## src/rtl/stopwatch_pkg.sv

```systemverilog
package stopwatch_pkg;
  localparam int DIGIT_W  = 4;
  localparam int SEG_W    = 7;
  localparam int NUM_DISP = 6;

  // display positions along the carry chain
  localparam int POS_SEC_TENS = 2;
  localparam int POS_MIN_TENS = 4;

  typedef logic [DIGIT_W-1:0] digit_t;
  typedef logic [SEG_W-1:0]   seg_t;
endpackage

```

## src/rtl/sw_rst_sync.sv

```systemverilog
module sw_rst_sync #(
  parameter int STAGES = 2
) (
  input  logic clk,
  input  logic rst_n,
  output logic rst_sync_n
);
  logic [STAGES-1:0] chain_q;

  always_ff @(posedge clk or negedge rst_n) begin
    if (!rst_n) chain_q <= '0;
    else        chain_q <= {chain_q[STAGES-2:0], 1'b1};
  end

  assign rst_sync_n = chain_q[STAGES-1];
endmodule

```

## src/rtl/sw_run_ctrl.sv

```systemverilog
module sw_run_ctrl (
  input  logic clk,
  input  logic rst_n,
  input  logic start_i,
  input  logic stop_i,
  input  logic clear_i,
  output logic run_o
);
  logic run_q;
  logic run_d;

  // priority: clear, then stop, then start
  always_comb begin
    run_d = run_q;
    if (clear_i)      run_d = 1'b0;
    else if (stop_i)  run_d = 1'b0;
    else if (start_i) run_d = 1'b1;
  end

  always_ff @(posedge clk or negedge rst_n) begin
    if (!rst_n) run_q <= 1'b0;
    else        run_q <= run_d;
  end

  assign run_o = run_q;

  AST_CLEAR_STOPS: assert property (@(posedge clk) disable iff (!rst_n)
    clear_i |=> !run_q);
  AST_STOP_WINS: assert property (@(posedge clk) disable iff (!rst_n)
    stop_i |=> !run_q);
  AST_START_RUNS: assert property (@(posedge clk) disable iff (!rst_n)
    (start_i && !stop_i && !clear_i) |=> run_q);
  AST_RUN_HOLDS: assert property (@(posedge clk) disable iff (!rst_n)
    (!start_i && !stop_i && !clear_i) |=> $stable(run_q));
endmodule

```

## src/rtl/sw_digit.sv

```systemverilog
module sw_digit
  import stopwatch_pkg::*;
#(
  parameter int unsigned LIMIT = 9
) (
  input  logic   clk,
  input  logic   rst_n,
  input  logic   clr_i,
  input  logic   inc_i,
  output digit_t value_o,
  output logic   carry_o
);
  localparam digit_t LIMIT_V = digit_t'(LIMIT);

  digit_t value_q;
  digit_t value_d;
  logic   at_limit;

  assign at_limit = (value_q == LIMIT_V);

  always_comb begin
    value_d = value_q;
    if (clr_i)         value_d = '0;
    else if (inc_i) begin
      if (at_limit)    value_d = '0;
      else             value_d = value_q + digit_t'(1);
    end
  end

  always_ff @(posedge clk or negedge rst_n) begin
    if (!rst_n) value_q <= '0;
    else        value_q <= value_d;
  end

  assign value_o = value_q;
  assign carry_o = inc_i && at_limit;

  AST_DIGIT_IN_RANGE: assert property (@(posedge clk) disable iff (!rst_n)
    value_q <= LIMIT_V);
  AST_STEP_BY_ONE: assert property (@(posedge clk) disable iff (!rst_n)
    (inc_i && !clr_i && (value_q < LIMIT_V)) |=> (value_q == $past(value_q) + digit_t'(1)));
  AST_WRAP_TO_ZERO: assert property (@(posedge clk) disable iff (!rst_n)
    (carry_o && !clr_i) |=> (value_q == '0));
  AST_IDLE_HOLDS: assert property (@(posedge clk) disable iff (!rst_n)
    (!inc_i && !clr_i) |=> $stable(value_q));
endmodule

```

## src/rtl/sw_seg7.sv

```systemverilog
module sw_seg7
  import stopwatch_pkg::*;
(
  input  digit_t digit_i,
  output seg_t   seg_o
);
  // bit 0 = segment a ... bit 6 = segment g
  always_comb begin
    case (digit_i)
      4'd0:    seg_o = 7'b0111111;
      4'd1:    seg_o = 7'b0000110;
      4'd2:    seg_o = 7'b1011011;
      4'd3:    seg_o = 7'b1001111;
      4'd4:    seg_o = 7'b1100110;
      4'd5:    seg_o = 7'b1101101;
      4'd6:    seg_o = 7'b1111101;
      4'd7:    seg_o = 7'b0000111;
      4'd8:    seg_o = 7'b1111111;
      4'd9:    seg_o = 7'b1101111;
      default: seg_o = 7'b0000000;
    endcase
  end
endmodule

```

## src/rtl/stopwatch_hex6.sv

```systemverilog
module stopwatch_hex6
  import stopwatch_pkg::*;
#(
  parameter int unsigned UNITS_MAX = 9,
  parameter int unsigned TENS_MAX  = 5,
  parameter int unsigned HOURS_MAX = 9,
  parameter int          SYNC_STAGES = 2
) (
  input  logic                           clk,
  input  logic                           rst_n,
  input  logic                           start_i,
  input  logic                           stop_i,
  input  logic                           clear_i,
  input  logic                           tick_i,
  output logic [NUM_DISP-1:0][SEG_W-1:0] seg_o
);
  localparam seg_t SEG_ZERO = 7'b0111111;

  logic                rst_sync_n;
  logic                run;
  logic [NUM_DISP:0]   step;
  digit_t              digit [NUM_DISP];

  sw_rst_sync #(.STAGES(SYNC_STAGES)) u_rst (
    .clk        (clk),
    .rst_n      (rst_n),
    .rst_sync_n (rst_sync_n)
  );

  sw_run_ctrl u_run (
    .clk     (clk),
    .rst_n   (rst_sync_n),
    .start_i (start_i),
    .stop_i  (stop_i),
    .clear_i (clear_i),
    .run_o   (run)
  );

  // count enable uses the run state held before this cycle's commands
  assign step[0] = run && tick_i;

  for (genvar i = 0; i < NUM_DISP; i++) begin : g_pos
    localparam int unsigned LIM = (i == NUM_DISP-1) ? HOURS_MAX :
                                  ((i == POS_SEC_TENS) || (i == POS_MIN_TENS)) ? TENS_MAX :
                                  UNITS_MAX;
    sw_digit #(.LIMIT(LIM)) u_digit (
      .clk     (clk),
      .rst_n   (rst_sync_n),
      .clr_i   (clear_i),
      .inc_i   (step[i] && !clear_i),
      .value_o (digit[i]),
      .carry_o (step[i+1])
    );
    sw_seg7 u_seg (
      .digit_i (digit[i]),
      .seg_o   (seg_o[i])
    );
  end

  AST_CLEAR_ZEROES: assert property (@(posedge clk) disable iff (!rst_sync_n)
    clear_i |=> (seg_o == {NUM_DISP{SEG_ZERO}}));
  AST_STOPPED_IGNORES_TICK: assert property (@(posedge clk) disable iff (!rst_sync_n)
    (!run && !clear_i) |=> $stable(seg_o));
  AST_ONE_CARRY_SOURCE: assert property (@(posedge clk) disable iff (!rst_sync_n)
    step[NUM_DISP] |=> (seg_o == {NUM_DISP{SEG_ZERO}}));
endmodule

```

## config.mk

```make
export PLATFORM = sky130hd
export DESIGN_NAME = stopwatch_hex6
export DESIGN_NICKNAME = d
export VERILOG_FILES = /design/src/rtl/stopwatch_pkg.sv /design/src/rtl/sw_rst_sync.sv /design/src/rtl/sw_run_ctrl.sv /design/src/rtl/sw_digit.sv /design/src/rtl/sw_seg7.sv /design/src/rtl/stopwatch_hex6.sv
export SDC_FILE = /design/constraint.sdc
export NUM_CORES = 1
export LEC_CHECK = 0
export BUFFER_PORTS_ARGS = -buffer_cell sky130_fd_sc_hd__buf_2
export CAP_MARGIN = 20
export CORE_MARGIN = 3
export CORE_UTILIZATION = 45
export CTS_CLUSTER_DIAMETER = 60
export CTS_CLUSTER_SIZE = 20
export DETAILED_ROUTE_END_ITERATION = 8
export PLACE_DENSITY = 0.68
export SLEW_MARGIN = 0
export SYNTH_ARGS = -nofsm -noshare
export SYNTH_HDL_FRONTEND = slang
export SYNTH_SLANG_ARGS = --single-unit
```

## constraint.sdc

```tcl
create_clock -name clk -period 1.1 [get_ports clk]
set_clock_uncertainty 0.05 [all_clocks]
set_input_delay 0 -clock clk [delete_from_list [all_inputs] [get_ports clk]]
set_output_delay 0 -clock clk [all_outputs]
set_load 0.02 [all_outputs]
```

==> impl_metrics.ini, run 1 <==
[timing]
worstEndpointGrtRepair = g_pos[4].u_digit.value_o[3]$_DFFE_PN0P_/D
endpoint_type = sequential cell input

[cts]
htree_levels = 1
clock-sinks = 27
cts_max_path_buffers = 2
clockRootBuffer = clkbuf_8
numCtsBuffers = 3

[die]
die_w_um = 82.8
fp-row-count = 27
start_util_pct = 47.3
die_y_um = 82.8
ios = 48

[logic_synthesis]
syn_inst = 324
syn-num-nets = 378
yosys_register_bits = 27
syn_area_mm2 = 0.00265
yosysWarnings = 0
ys_types = 40
yosysSeqAreaShare_pct = 25.5
synth_ff_type = dfrtp_1
synth_edf_count = 0
synthArstFlopShare_pct = 100
avgSynthCellArea_um2 = 8.19

[place]
io_buffers = 47
hpwl_um = 5190
pre_cts_ws_ns = -0.902
gp_congestion = 0.907

[status]
error_line = [ERROR DPL-0038] Utilization greater than 100%, impossible to legalize
haltStage = global routing
status = stopped before the end

[global_route]
grt_max_degree = 26
==> cells by family after synthesis <==
| group | count (synthesis) | synth area share (%) |
|---|---|---|
| xor+xnor | 6 | 1.98 |
| flops | 27 | 25.5 |
| compound gates | 105 | 23.6 |
| fa+ha+maj | 48 | 22.6 |
| simple gates | 87 | 17.8 |
| buf+inv | 46 | 6.89 |
| other cells | 1 | 0.141 |
| mux | 4 | 1.51 |
==> synthesized netlist by cell type (2+ instances only) <==
master | n | area share, %
o31ai_1 | 2 | 0.57
a211oi_1 | 2 | 0.57
a31o_2 | 3 | 0.99
nand3_1 | 10 | 1.9
nand3b_4 | 2 | 1.5
a21oi_1 | 26 | 4.9
nand3b_1 | 4 | 1.1
ha_1 | 48 | 23
o22ai_1 | 13 | 3.1
a21o_1 | 5 | 1.4
xnor2_1 | 6 | 2.0
o21ai_0 | 35 | 6.6
nor2b_1 | 2 | 0.47
or3_1 | 5 | 1.2
nand2_1 | 23 | 3.3
a31oi_1 | 7 | 1.7
and3b_1 | 5 | 1.7
o21a_1 | 2 | 0.57
nor2_1 | 20 | 2.8
clkbuf_1 | 11 | 1.6
a22o_1 | 4 | 1.3
mux2i_1 | 4 | 1.5
nand2b_1 | 6 | 1.4
dfrtp_1 | 27 | 25
nor3_1 | 5 | 0.94
buf_2 | 2 | 0.38
inv_1 | 32 | 4.5
==> repair_timing <==
item | in CTS
hold buffers | 4
pin swaps | 66
endpoints found under the setup margin | 66
hold endpoints to repair | 3
gates resized for setup | 257
buffers inserted | 25
gates cloned | 0
==> stage by stage <==
step | util (%) | hold WS (ns) | cells | instance area [µm²] | TNS, ns
after CTS | 92.5 | 0.0573 | 536 | 5190 | -30.87
after floorplan | - | -0.346 | 324 | 3050 | -14.64
after detailed placement | 69.1 | -0.258 | 505 | 3870 | -20.93
after global placement | 69.1 | -0.263 | 505 | 3870 | -19.53
==> inputs of run 2 (changes only) <==
--- a/config.mk
+++ b/config.mk
@@ -8,11 +8,9 @@
 export BUFFER_PORTS_ARGS = -buffer_cell sky130_fd_sc_hd__buf_2
 export CAP_MARGIN = 20
 export CORE_MARGIN = 3
-export CORE_UTILIZATION = 45
-export CTS_CLUSTER_DIAMETER = 60
-export CTS_CLUSTER_SIZE = 20
+export CORE_UTILIZATION = 30
 export DETAILED_ROUTE_END_ITERATION = 8
-export PLACE_DENSITY = 0.68
+export PLACE_DENSITY_LB_ADDON = 0.15
 export SLEW_MARGIN = 0
 export SYNTH_ARGS = -nofsm -noshare
 export SYNTH_HDL_FRONTEND = slang
==> constraint.sdc (replaced) <==
create_clock -name clk -period 1.43 [get_ports clk]
set_clock_uncertainty 0.05 [all_clocks]
set_input_delay 0 -clock clk [delete_from_list [all_inputs] [get_ports clk]]
set_output_delay 0 -clock clk [all_outputs]
set_load 0.02 [all_outputs]
==> impl_metrics.ini, run 2 <==
[status]
status = complete, but fails checks
violations = setup timing

[routing]
wl_per_cell_um = 14.0
via_count = 2878
vias_per_cell = 5.07
routed_wl_um = 7940
first_pass_iters = 4
route.antenna.remaining_nets = 0
drt_first_iter_violations = 44
route.detailed.drc = 0

[logic_synthesis]
synth_top_area_share_pct = 25.5
synthTopCellsByCount = ha_1 (48), o21ai_0 (35), inv_1 (32)
ys_types = 40
synth_ff_type = dfrtp_1
syn-num-nets = 378
yosysWarnings = 0
avgSynthCellArea_um2 = 8.19
yosys_register_bits = 27
synth.most_common_cell = ha_1
netlist_top_cells_area = dfrtp_1 (25%), ha_1 (23%), o21ai_0 (6.6%)
synthArstFlopShare_pct = 100
syn_area_mm2 = 0.00265
yosysSeqAreaShare_pct = 25.5
syn_inst = 324
synth_edf_count = 0
yosysTopAreaCell = dfrtp_1

[timing]
max_freq_ghz = 0.527
setup_viol = 58
hold_viol = 0
final.setup.worst_slack_ns = -0.466
slew_violations = 0
fin_tns_setup_ns = -8.86
rsz0062_at_grt = true
finalCritPeriodShare_pct = 133
fin_crit_ns = 1.90

[global_route]
grt_pass1_vias = 2784
grt_use_met1_pct = 19.3
grtUsageTotal_pct = 15.1
grt_max_degree = 26
grt_pass1_wl_um = 12900
top_usage_layer = met2
antenna_found_initial = 0
grt.overflow.total = 0
met2_usage_pct = 27.7
met3_usage_pct = 1.53

[setup_path]
crit_chain = inv_4, ha_4, nand3b_4, or4_4, or3_4, a21oi_2
cp.required_ns = 1.59
cpMaxStageDelayCell = or4_4
critPathBufInv = 1
critPathLaunchType = flop
endpoint = g_pos[5].u_digit.value_o[1]$_DFFE_PN0P_
rrSetupSlack_ns = -0.47
crit_family = simple AND/OR/NAND/NOR gates
rr_worst_depth = 6
max_stage_delay_ns = 0.56
r2r-start = g_pos[0].u_digit.value_o[1]$_DFFE_PN0P_
startpoint = g_pos[0].u_digit.value_o[1]$_DFFE_PN0P_
arrival_ns = 2.05
path_class = reg2reg
end_kind = flop
cp_num_cells = 6
crit_fanout = 7
reg2reg_to = g_pos[5].u_digit.value_o[1]$_DFFE_PN0P_

[cells_and_area]
drive_gt1_share_pct = 62.0
nFillCells = 728
fin_cells = 568
final_common_cell = buf_4
mostFrequentLayoutCells = buf_4 (86), buf_6 (49), ha_4 (34)
largest_reg_flops = 24
diodes = 0
synthToLayoutAreaGrowth_pct = 87.8
post-route-util_pct = 59.4
layout.nets = 518

[place]
dp_cells = 522
gp_congestion = 0.799
pre_cts_ws_ns = -0.579
io_buffers = 47
hpwl_um = 5010

[die]
fp-row-count = 33
start_util_pct = 31.6
die_y_um = 100
dieArea_mm2 = 0.0100
ios = 48
core-area_mm2 = 0.00838
die_w_um = 100

[power_and_ir_drop]
power_density_mw_per_mm2 = 267
max-vdd-ir-drop_mv = 0.315
p_leak_nw = 2.15

[hold_path]
hp-class = in2reg

[job]
drv_cap = 0

[cts]
clockRootBuffer = clkbuf_8
numCtsBuffers = 3
clk_pin_slew_ns = 0.10
clock-sinks = 27
htree_levels = 1
clk_latency_ns = 0.27
cts_tree = yes
cts_max_path_buffers = 2
[run 2: cell counts after synthesis]
No cell type changed its count.
[run 2: kinds of logic after synthesis]
family                   count (synthesis)  share of synthesized area, %
AO/OA/AOI/OAI                          105                          23.6
AND/OR/NAND/NOR                         87                          17.8
adder cells (fa/ha/maj)                 48                          22.6
buffers and inverters                   46                          6.89
flip-flops                              27                          25.5
XOR/XNOR                                 6                          1.98
multiplexers                             4                          1.51
other                                    1                         0.141
[run 2: metal layers]
layer | vias up | share of wire, %
li1 | 1419 | -
met1 | 1406 | 44
met2 | 43 | 53
met3 | 10 | 1.9
met4 | 0 | 1.3
met5 | - | 0
[run 2: worst min-delay path by stage]
stage,start,cells past startpoint,endpoint
after floorplan,rst_n,0,u_rst.chain_q[0]$_DFF_PN0_
after detailed placement,rst_n,1,u_rst.chain_q[1]$_DFF_PN0_
final,clear_i,3,g_pos[1].u_digit.value_o[2]$_DFFE_PN0P_
after global routing,clear_i,3,g_pos[1].u_digit.value_o[2]$_DFFE_PN0P_
after global placement,rst_n,1,u_rst.chain_q[0]$_DFF_PN0_
after CTS,clear_i,3,g_pos[1].u_digit.value_o[2]$_DFFE_PN0P_
[run 2: final cells by class]
type / instances / area (µm²) / share of cell area [%]
Multi-Input combinational cell: 251 / 2630 / 52.8
Sequential cell: 27 / 678 / 13.6
Clock buffer: 3 / 41.3 / 0.829
Tap cell: 105 / 131 / 2.64
Inverter: 32 / 163 / 3.26
Timing Repair Buffer: 149 / 1330 / 26.7
Clock inverter: 1 / 5.00 / 0.100
[run 2: tightest hold or removal path, cell delays in order]
cell and delay (ns):
buf_2 0.09, buf_4 0.22, a21oi_2 0.04
[run 2: per-stage QoR]
stage / power, mW / hold slack [ns] / area [µm²]
floorplan: 0.836 / -0.346 / 2680
global placement: 0.877 / -0.263 / 3440
detailed placement: 0.878 / -0.261 / 3440
CTS: 1.34 / 0.0586 / 4460
global route: 1.40 / 0.0772 / 4980
finish: 1.33 / 0.0578 / 4980
[run 2: timing repair]
item                       4_1_cts  5_1_grt
hold endpoints to repair         3        1
setup buffers                   29       20
gates cloned                     0        0
pin swaps                       56       40
setup endpoints to repair       64       65
hold buffers                     4        1
resized for setup              193      109
[run 2: report_power, final]
group          leakage (nW)  switching [mW]  internal, mW
Combinational          1.75          0.0709        0.0498
Sequential            0.369         0.00351         0.768
Clock                0.0255           0.245         0.195
No activity file was read; power rests on OpenSTA's default activity.
